## config.mk

```make
export PLATFORM = sky130hd
export DESIGN_NAME = spi_rate_calc
export DESIGN_NICKNAME = d
export VERILOG_FILES = /design/src/rtl/spi_rate_pkg.sv /design/src/rtl/spi_rate_range.sv /design/src/rtl/spi_rate_divider.sv /design/src/rtl/spi_rate_encode.sv /design/src/rtl/spi_rate_calc.sv
export SDC_FILE = /design/constraint.sdc
export NUM_CORES = 1
export LEC_CHECK = 0
export CORE_MARGIN = 3
export CORE_UTILIZATION = 65
export CTS_BUF_LIST = sky130_fd_sc_hd__clkbuf_16
export CTS_CLUSTER_SIZE = 24
export DETAILED_ROUTE_END_ITERATION = 10
export DONT_BUFFER_PORTS = 1
export PLACE_DENSITY = 0.81
export SLEW_MARGIN = 25
export SYNTH_ARGS = -nofsm -noshare
export SYNTH_HDL_FRONTEND = slang
export SYNTH_HIERARCHICAL = 1
export SYNTH_SLANG_ARGS = --single-unit
export TNS_END_PERCENT = 50
```

## constraint.sdc

```tcl
create_clock -name clk -period 3.4 [get_ports clk]
set_clock_uncertainty 0.2 [all_clocks]
set_input_delay 0.34 -clock clk [delete_from_list [all_inputs] [get_ports clk]]
set_output_delay 0.34 -clock clk [all_outputs]
set_load 0.02 [all_outputs]
```

## src/rtl/spi_rate_pkg.sv

```systemverilog
package spi_rate_pkg;

  // Which divide chain the result uses
  typedef enum logic {
    PATH_FINE   = 1'b0,  // generator divides source by 4*(pm+1)
    PATH_COARSE = 1'b1   // extra /16 ahead: source / (64*(pm+1))
  } path_e;

  // Default geometry, shared by the modules
  localparam int DEF_FREQ_W       = 32;
  localparam int DEF_PM_W         = 4;
  localparam int DEF_FINE_SHIFT   = 2;  // log2 of 4
  localparam int DEF_COARSE_SHIFT = 6;  // log2 of 16*4
  localparam int DEF_RATIO_SHIFT  = 6;  // log2 of the ratio limit 64

endpackage

```

## src/rtl/spi_rate_range.sv

```systemverilog
module spi_rate_range
  import spi_rate_pkg::*;
#(
  parameter int FREQ_W       = DEF_FREQ_W,
  parameter int FINE_SHIFT   = DEF_FINE_SHIFT,
  parameter int COARSE_SHIFT = DEF_COARSE_SHIFT,
  parameter int RATIO_SHIFT  = DEF_RATIO_SHIFT,
  localparam int DEN_W       = FREQ_W + COARSE_SHIFT
) (
  input  logic [FREQ_W-1:0] src_hz,
  input  logic [FREQ_W-1:0] req_hz,
  output path_e             path,
  output logic [FREQ_W-1:0] numer,
  output logic [DEN_W-1:0]  denom,
  output logic              src_zero,
  output logic              req_zero
);

  localparam int LIM_W = FREQ_W + RATIO_SHIFT;

  logic [LIM_W-1:0] ratio_lim;
  logic [LIM_W-1:0] src_ext;
  logic [DEN_W-1:0] den_fine;
  logic [DEN_W-1:0] den_coarse;

  // src > 64*req, with the product held at full width
  assign ratio_lim = {req_hz, {RATIO_SHIFT{1'b0}}};
  assign src_ext   = LIM_W'(src_hz);

  assign den_fine   = DEN_W'({req_hz, {FINE_SHIFT{1'b0}}});
  assign den_coarse = {req_hz, {COARSE_SHIFT{1'b0}}};

  assign src_zero = (src_hz == '0);
  assign req_zero = (req_hz == '0);

  always_comb begin
    path  = (src_ext > ratio_lim) ? PATH_COARSE : PATH_FINE;
    denom = (path == PATH_COARSE) ? den_coarse : den_fine;
    // ceil(a/b) = (a-1)/b + 1; a zero source is handled downstream
    numer = src_hz - FREQ_W'(1);
  end

endmodule

```

## src/rtl/spi_rate_divider.sv

```systemverilog
module spi_rate_divider #(
  parameter int NUM_W = 32,
  parameter int DEN_W = 38,
  localparam int CNT_W = $clog2(NUM_W)
) (
  input  logic             clk,
  input  logic             rst,
  input  logic             load,
  input  logic [NUM_W-1:0] numer,
  input  logic [DEN_W-1:0] denom,
  output logic [NUM_W-1:0] quot,
  output logic             busy,
  output logic             fin
);

  logic [NUM_W-1:0] acc;    // numerator shifts out, quotient shifts in
  logic [DEN_W-1:0] rem;
  logic [DEN_W-1:0] den_q;
  logic [CNT_W-1:0] bit_cnt;
  logic [DEN_W:0]   trial;
  logic [DEN_W:0]   diff;
  logic             fits;

  assign trial = {rem, acc[NUM_W-1]};
  assign diff  = trial - {1'b0, den_q};
  assign fits  = (trial >= {1'b0, den_q});

  always_ff @(posedge clk) begin
    if (rst) begin
      acc     <= '0;
      rem     <= '0;
      den_q   <= '0;
      bit_cnt <= '0;
      busy    <= 1'b0;
      fin     <= 1'b0;
    end else begin
      fin <= 1'b0;
      if (load) begin
        acc     <= numer;
        rem     <= '0;
        den_q   <= denom;
        bit_cnt <= '0;
        busy    <= 1'b1;
      end else if (busy) begin
        acc     <= {acc[NUM_W-2:0], fits};
        rem     <= fits ? diff[DEN_W-1:0] : trial[DEN_W-1:0];
        bit_cnt <= bit_cnt + CNT_W'(1);
        if (bit_cnt == CNT_W'(NUM_W-1)) begin
          busy <= 1'b0;
          fin  <= 1'b1;
        end
      end
    end
  end

  assign quot = acc;

endmodule

```

## src/rtl/spi_rate_encode.sv

```systemverilog
module spi_rate_encode
  import spi_rate_pkg::*;
#(
  parameter int FREQ_W = DEF_FREQ_W,
  parameter int PM_W   = DEF_PM_W
) (
  input  logic [FREQ_W-1:0] quot,
  input  path_e             path,
  input  logic              src_zero,
  input  logic              req_zero,
  output logic              div16,
  output logic [PM_W-1:0]   pm,
  output logic              too_slow
);

  localparam int CNT_W     = FREQ_W + 1;
  localparam int MAX_COUNT = 1 << PM_W;

  logic [CNT_W-1:0] count;

  assign count = {1'b0, quot} + CNT_W'(1);

  always_comb begin
    div16    = (path == PATH_COARSE);
    pm       = '0;
    too_slow = 1'b0;
    if (req_zero) begin
      div16    = 1'b1;
      pm       = '1;
      too_slow = 1'b1;
    end else if (src_zero) begin
      div16 = 1'b0;
    end else if (count > CNT_W'(MAX_COUNT)) begin
      pm       = '1;
      too_slow = (path == PATH_COARSE);
    end else begin
      pm = PM_W'(count - CNT_W'(1));
    end
  end

endmodule

```

## src/rtl/spi_rate_calc.sv

```systemverilog
module spi_rate_calc
  import spi_rate_pkg::*;
#(
  parameter int FREQ_W       = DEF_FREQ_W,
  parameter int PM_W         = DEF_PM_W,
  parameter int FINE_SHIFT   = DEF_FINE_SHIFT,
  parameter int COARSE_SHIFT = DEF_COARSE_SHIFT,
  parameter int RATIO_SHIFT  = DEF_RATIO_SHIFT
) (
  input  logic              clk,
  input  logic              rst,
  input  logic              start,
  input  logic [FREQ_W-1:0] src_hz,
  input  logic [FREQ_W-1:0] req_hz,
  output logic              div16,
  output logic [PM_W-1:0]   pm,
  output logic              too_slow,
  output logic              done
);

  localparam int DEN_W = FREQ_W + COARSE_SHIFT;

  path_e             path_in, path_q;
  logic [FREQ_W-1:0] numer;
  logic [DEN_W-1:0]  denom;
  logic              src_zero_in, req_zero_in;
  logic              src_zero_q, req_zero_q;
  logic [FREQ_W-1:0] quot;
  logic              div_busy, div_fin;
  logic              start_ok;
  logic              enc_div16, enc_slow;
  logic [PM_W-1:0]   enc_pm;

  // a start during a running calculation is dropped
  assign start_ok = start && !div_busy && !div_fin;

  spi_rate_range #(
    .FREQ_W(FREQ_W), .FINE_SHIFT(FINE_SHIFT),
    .COARSE_SHIFT(COARSE_SHIFT), .RATIO_SHIFT(RATIO_SHIFT)
  ) u_range (
    .src_hz(src_hz), .req_hz(req_hz), .path(path_in),
    .numer(numer), .denom(denom),
    .src_zero(src_zero_in), .req_zero(req_zero_in)
  );

  spi_rate_divider #(.NUM_W(FREQ_W), .DEN_W(DEN_W)) u_div (
    .clk(clk), .rst(rst), .load(start_ok),
    .numer(numer), .denom(denom),
    .quot(quot), .busy(div_busy), .fin(div_fin)
  );

  spi_rate_encode #(.FREQ_W(FREQ_W), .PM_W(PM_W)) u_enc (
    .quot(quot), .path(path_q),
    .src_zero(src_zero_q), .req_zero(req_zero_q),
    .div16(enc_div16), .pm(enc_pm), .too_slow(enc_slow)
  );

  always_ff @(posedge clk) begin
    if (rst) begin
      path_q     <= PATH_FINE;
      src_zero_q <= 1'b0;
      req_zero_q <= 1'b0;
      div16      <= 1'b0;
      pm         <= '0;
      too_slow   <= 1'b0;
      done       <= 1'b0;
    end else begin
      done <= 1'b0;
      if (start_ok) begin
        path_q     <= path_in;
        src_zero_q <= src_zero_in;
        req_zero_q <= req_zero_in;
      end
      if (div_fin) begin
        div16    <= enc_div16;
        pm       <= enc_pm;
        too_slow <= enc_slow;
        done     <= 1'b1;
      end
    end
  end

endmodule

```

Word-level counts from Yosys, hierarchy flattened
Index checks and enable logic that the tools add are counted.
W data, S select, Z words.
Storage, ports and cells
  memories kept: 0
  output and inout port bits: 7
  memory bits (read-only): 0
  logic and storage cells: 50
  bits in latches: 0
  register bits: 125
  bits in writable memories: 0
Cells by class
  order comparisons: 3
  reductions and logical operators: 9
  $mul: 0
  $add $sub $neg: 5
  muxes and demuxes: 18
  eq/ne operators: 1
  divide/modulo/power cells: 0
  shifts and indexed selects: 0
  bitwise operators: 1
Operator list (number)
  $mux W38: 2
  $logic_not A32 Y1: 2
  $mux W32: 2
  $ge A39 B38 Y1: 1
  $gt A32 B38 Y1: 1
  $sub A38 B38 Y38: 1
  $add A32 B1 Y33 const B: 1
  $gt A33 B5 Y1 const B: 1
  $sub A32 B1 Y32 const B: 1
  $mux W4: 3
  $mux W1: 11
  $add A5 B1 Y5 const B: 1
  $eq A5 B5 Y1 const B: 1
  $sub A4 B1 Y4 const B: 1
  $reduce_or A3 Y1: 1
  $logic_and A1 B1 Y1: 2
  $logic_not A1 Y1: 2
  $reduce_bool A2 Y1: 1
  $reduce_or A2 Y1: 1
  $not A1 Y1: 1

Depth between registers and ports, before layout
  depth in word-level cells: 5
  mapped depth: 14
  depth with buffers taken out: 13

Modules after synthesis
Netlist, hierarchy kept.
By module, submodules not included
  spi_rate_divider: area an instance 7059.3 um2, times used 1, cells an instance 874
  spi_rate_range: area an instance 1745.4 um2, times used 1, cells an instance 244
  spi_rate_encode: area an instance 885.8 um2, times used 1, cells an instance 136
  spi_rate_calc: area an instance 390.4 um2, times used 1, cells an instance 35

Worst setup path after synthesis
OpenSTA, ideal clock, no wires.
  kind: flip-flop to flip-flop
  from: reg u_div.den_q[16]
  to: reg u_div.rem[21]
  path buffers: 3
  clock period less this slack: 2.902 ns
  cell stages (with the launch flop): 15
  setup slack: 0.498 ns
  data required time: 3.068 ns
  library setup time: 0.132 ns
  data arrival time: 2.570 ns
  path through: dfxtp_1 > inv_1 > ha_1 > buf_2 > a21o_1 > a21o_1 > a21oi_2 > a2bb2oi_1 > o31ai_1 > o31ai_2 > o221a_4 > buf_6 > buf_6 > mux2i_1 > a21oi_1
Between the ends
  longest elaborated chain between the ends: 2
  elaborated cells between the ends (all ways): 3
RTL lines
  start: declaration: RTL line spi_rate_divider.sv:18  | logic [DEN_W-1:0] den_q;
  start signal: assignment: RTL line spi_rate_divider.sv:41  | den_q <= denom;
  $sub A38 B38 Y38 or $ge A39 B38 Y1 (tied branches): RTL line spi_rate_divider.sv:25, spi_rate_divider.sv:26
  $mux W38 *: RTL line spi_rate_divider.sv:46  | rem <= fits ? diff[DEN_W-1:0] : trial[DEN_W-1:0];
  end signal: assignment: RTL line spi_rate_divider.sv:46
  end: declaration: RTL line spi_rate_divider.sv:17  | logic [DEN_W-1:0] rem;
Mark *: on every way between the ends. The rest lies on a longest branch, timed or not.
A chain may end at the register's enable or synchronous reset.

Worst setup path in the final report
  from: reg u_div.acc[0] (netlist: u_div/quot[0])
  to: reg pm[1]
Between the ends
  longest elaborated chain between the ends: 5
  elaborated cells between the ends (all ways): 6
RTL lines
  start: declaration: RTL line spi_rate_divider.sv:16  | logic [NUM_W-1:0] acc;
  start signal: assignment: RTL line spi_rate_divider.sv:39  | acc <= numer;
  start signal: assignment: RTL line spi_rate_divider.sv:45  | acc <= {acc[NUM_W-2:0], fits};
  $add A32 B1 Y33 *: RTL line spi_rate_encode.sv:21  | assign count = {1'b0, quot} + CNT_W'(1);
  $gt A33 B5 Y1 or $sub A4 B1 Y4 (tied branches): RTL line spi_rate_encode.sv:33, spi_rate_encode.sv:37
  $mux W4 *: RTL line spi_rate_encode.sv:33  | end else if (count > CNT_W'(MAX_COUNT)) begin
  $mux W4 *: RTL line spi_rate_encode.sv:31  | end else if (src_zero) begin
  $mux W4 *: RTL line spi_rate_encode.sv:27  | if (req_zero) begin
  net enc_pm[1]: RTL line spi_rate_calc.sv:32  | logic [PM_W-1:0] enc_pm;
  end signal: assignment: RTL line spi_rate_calc.sv:76  | pm <= enc_pm;
  end: declaration: RTL line spi_rate_calc.sv:16  | output logic [PM_W-1:0] pm,
Mark *: on every way through the listed nets, which the timed path passes. The rest lies on a longest branch.

==> impl_metrics.prom <==
# TYPE chip_impl_metric gauge
chip_impl_info{name="status",value="completed"} 1
chip_impl_metric{name="multi_input_comb_area",unit="um2"} 6940
chip_impl_metric{name="final_hold_viol_count",unit=""} 0
chip_impl_info{name="path_class",value="flip-flop to flip-flop"} 1
chip_impl_metric{name="worst_skew_pair.late_latency",unit="ns"} 0.43
chip_impl_metric{name="fillers",unit=""} 1076
chip_impl_metric{name="num_io_pins",unit=""} 74
chip_impl_metric{name="cts-buffers-inserted",unit=""} 17
chip_impl_metric{name="floorplan.initialDensity",unit="%"} 67.8
chip_impl_metric{name="synth_cell_types",unit=""} 84
chip_impl_metric{name="grt_antenna_before_repair",unit=""} 1
chip_impl_metric{name="via_per_inst",unit=""} 6.41
chip_impl_info{name="tritoncts_clock_tree",value="built"} 1
chip_impl_metric{name="clock_transition_time_at_the_flip_flop_clock_pins_of_the_worst_setup_and_hold_paths",unit="ns"} 0.06
chip_impl_metric{name="detail_route.iter0.violations",unit=""} 1046
chip_impl_metric{name="asyncSetResetFlopFracSynth",unit="%"} 0
chip_impl_info{name="root_cell_of_the_clock_tree",value="clkbuf_16"} 1
chip_impl_metric{name="core_area",unit="um2"} 14900
chip_impl_metric{name="post_drt_wl_per_cell",unit="um"} 18.7
chip_impl_metric{name="synth_top_area_share",unit="%"} 24.8
chip_impl_metric{name="dpl.hpwl",unit="um"} 19400
chip_impl_metric{name="critical_path_arrival",unit="ns"} 3.35
chip_impl_metric{name="place_worst_setup_slack",unit="ns"} 0.154
chip_impl_metric{name="synth.ff_latch_count",unit=""} 125
chip_impl_metric{name="drtAntennaViolNets",unit=""} 0
chip_impl_info{name="grt_setup_unrepaired",value="false"} 1
chip_impl_metric{name="syn_inst",unit=""} 1289
chip_impl_metric{name="finalWirelength",unit="um"} 28200
chip_impl_metric{name="remaining_drcs",unit=""} 0
chip_impl_metric{name="avgSynthCellArea",unit="um2"} 7.82
chip_impl_metric{name="die_area",unit="um2"} 17000
chip_impl_metric{name="max_freq",unit="MHz"} 308
chip_impl_metric{name="io_buffers",unit=""} 0
chip_impl_metric{name="period_minus_slack",unit="ns"} 3.24
chip_impl_metric{name="max-slew-margin-rel",unit="%"} 48.8
chip_impl_info{name="critPathLaunchType",value="flip-flop"} 1
chip_impl_metric{name="place.gp.congestion",unit=""} 0.952
chip_impl_metric{name="num-nets-final",unit=""} 1448
chip_impl_metric{name="grt_max_degree",unit=""} 108
chip_impl_metric{name="detailedRoute.firstPassIterationCount",unit=""} 6
chip_impl_metric{name="peak_vdd_ir",unit="mV"} 0.402
chip_impl_metric{name="floorplan.die.width",unit="um"} 131
chip_impl_info{name="worst_setup_path_end_kind",value="flip-flop"} 1
chip_impl_metric{name="ctsLongestPathBuffers",unit=""} 2
chip_impl_metric{name="worst_hold_slack",unit="ns"} 0.0118
chip_impl_info{name="leading_post_synthesis_cells_by_cell_area",value="dfxtp_1, mux2i_1, ha_1"} 1
chip_impl_metric{name="globalRouteTotalUtil",unit="%"} 32.3
chip_impl_metric{name="seq_area_frac_synth",unit="%"} 24.8
chip_impl_metric{name="utilization_after_layout",unit="%"} 75.9
chip_impl_metric{name="count_of_flip_flops_with_a_built_in_enable_after_synthesis",unit=""} 0
chip_impl_metric{name="grt-ovfl-total",unit=""} 0
chip_impl_metric{name="cts_max_level",unit=""} 4
chip_impl_metric{name="worst_pin_slew",unit="ns"} 0.762
chip_impl_metric{name="max_cap_violations",unit=""} 0
chip_impl_metric{name="fin_setup_tns",unit="ns"} 0
chip_impl_metric{name="wire_length_of_the_first_global_routing_pass",unit="um"} 44000
chip_impl_metric{name="setup_violations",unit=""} 0
chip_impl_metric{name="yosys_warnings",unit=""} 6
chip_impl_metric{name="final-seq-area",unit="um2"} 2510
chip_impl_metric{name="tritoncts_num_sinks",unit=""} 125
chip_impl_metric{name="vias",unit=""} 9671
chip_impl_metric{name="critPathMaxFanout",unit=""} 8
chip_impl_info{name="yosys.cell_count.top_type",value="nor2_1"} 1
chip_impl_info{name="post_synth_most_frequent_cells",value="nor2_1, mux2i_1, dfxtp_1"} 1
chip_impl_metric{name="data_required_time_at_the_worst_endpoint",unit="ns"} 3.51
chip_impl_metric{name="p_leak",unit="nW"} 4.99
chip_impl_metric{name="ratio_of_cells_with_drive_above_1_in_the_final_layout",unit="%"} 8.16
chip_impl_metric{name="fin_ws",unit="ns"} 0.155
chip_impl_metric{name="vias_in_the_first_global_route",unit=""} 8814
chip_impl_info{name="hp-class",value="input port to flip-flop"} 1
chip_impl_metric{name="syn_to_final_growth",unit="%"} 11.9
chip_impl_metric{name="die-height",unit="um"} 131
chip_impl_metric{name="netlist_area",unit="um2"} 10100
chip_impl_metric{name="timing.final.max_slew_violations",unit=""} 0
chip_impl_metric{name="share_of_the_clock_period_used_by_the_worst_path_after_layout",unit="%"} 95.4
chip_impl_info{name="yosys_most_used_dff",value="dfxtp_1"} 1
chip_impl_metric{name="power_density",unit="nW/um2"} 488
chip_impl_info{name="synth_top_cell_by_area",value="dfxtp_1"} 1
chip_impl_metric{name="num_rows",unit=""} 44
## metrics by stage
| stage | instances | total power [mW] | cell area [um2] |
|---|---|---|---|
| detailed placement | 1434 | 3.38 | 10200 |
| global placement | 1434 | 3.35 | 10200 |
| finish | 1508 | 5.50 | 11300 |
| global route | 1507 | 5.77 | 11300 |
| floorplan | 1294 | 3.07 | 10100 |
| CTS | 1499 | 5.38 | 11200 |
## critical path: stages, from the launching register on
cell	delay (ns)
dfxtp_1	0.32
ha_1	0.34
inv_2	0.16
nor3_2	0.06
buf_4	0.17
or4_1	0.40
a221oi_1	0.29
o2111ai_1	0.35
nor4_4	0.46
a31oi_1	0.16
mux2i_1	0.16
nor2_1	0.05
## flip-flops by register name, summed over array words and instances (netlist names), 4 cells and up
name / flops
u_div/bit_cnt: 5
u_div/quot: 32
pm: 4
u_div/rem: 38
u_div/den_q: 38
## power breakdown
part,leakage [nW],switching (mW),internal [mW]
clock network,0.302,0.714,1.22
logic,3.66,1.06,0.846
registers,1.02,0.0975,1.56
total,4.99,1.88,3.63
## timing repair
item | in CTS | in global routing
endpoints found under the setup margin | 0 | 27
hold buffers | 33 | 0
endpoints found under the hold margin | 81 | 0
buffers inserted | 0 | 6
resized for setup | 0 | 3
## layer usage
layer  share of wire, %  track usage (%)  vias to the layer above  routed length, um
met5                  0                0                        -                  0
li1                   -                -                     4617                  -
met3                 10             8.90                       70               2880
met2                 43             48.9                      483              12200
met4                2.6             9.80                        0                728
met1                 44             44.9                     4501              12400
## placed cells by master, fill, tap and decap left out, types with 4 or more instances in the layout
cell,instances
inv_1,88
ha_1,70
nor2_1,165
o31ai_1,6
o21bai_1,11
nor4_1,14
and4_1,4
a211oi_1,7
nor3b_1,4
a31oi_1,17
a21oi_1,119
and2_1,8
or3_1,4
or4_1,6
nand4_1,24
o21ai_0,64
a21o_1,18
nor4_2,5
xor2_1,43
nor2b_1,8
and3_1,10
nand2_1,75
xnor2_1,26
or2_2,6
bufinv_16,4
clkbuf_16,17
dfxtp_1,124
nor3_1,30
buf_4,33
o211ai_1,6
nand3b_1,5
dlygate4sd3_1,32
conb_1,6
nand3_1,27
mux2i_1,134
nand2b_1,17
## layout make-up
class                           instances  share of cell area [%]
Multi-Input combinational cell       1009                    61.5
Sequential cell                       125                    22.2
Timing Repair Buffer                   69                    5.81
Clock buffer                           17                    3.77
Inverter                               88                    2.93
Tap cell                              184                    2.04
Clock inverter                         15                    1.74
Antenna cell                            1                  0.0222
## worst paths after layout
check           startpoint              to  slack (ns)  cells past startpoint
max          u_div/quot[0]           pm[1]        0.16                     11
min              req_hz[2]  u_div/den_q[4]        0.01                      3
max reg2reg  u_div/quot[0]           pm[1]        0.16                     11
min reg2reg         path_q          path_q        0.29                      2
## kinds of logic (layout without fill, tap and decap cells)
kind of cell | count (synthesis) | count (layout) | synth area share, %
adder cells (fa/ha/maj) | 71 | 71 | 8.89
other | 1 | 7 | 0.0372
XOR/XNOR | 69 | 69 | 5.99
flip-flops | 125 | 125 | 24.8
multiplexers | 137 | 137 | 13.6
buffers and inverters | 162 | 189 | 6.89
AND/OR/NAND/NOR | 436 | 436 | 22.5
AO/OA/AOI/OAI | 288 | 290 | 17.3
(Power assumes the default switching activity.)
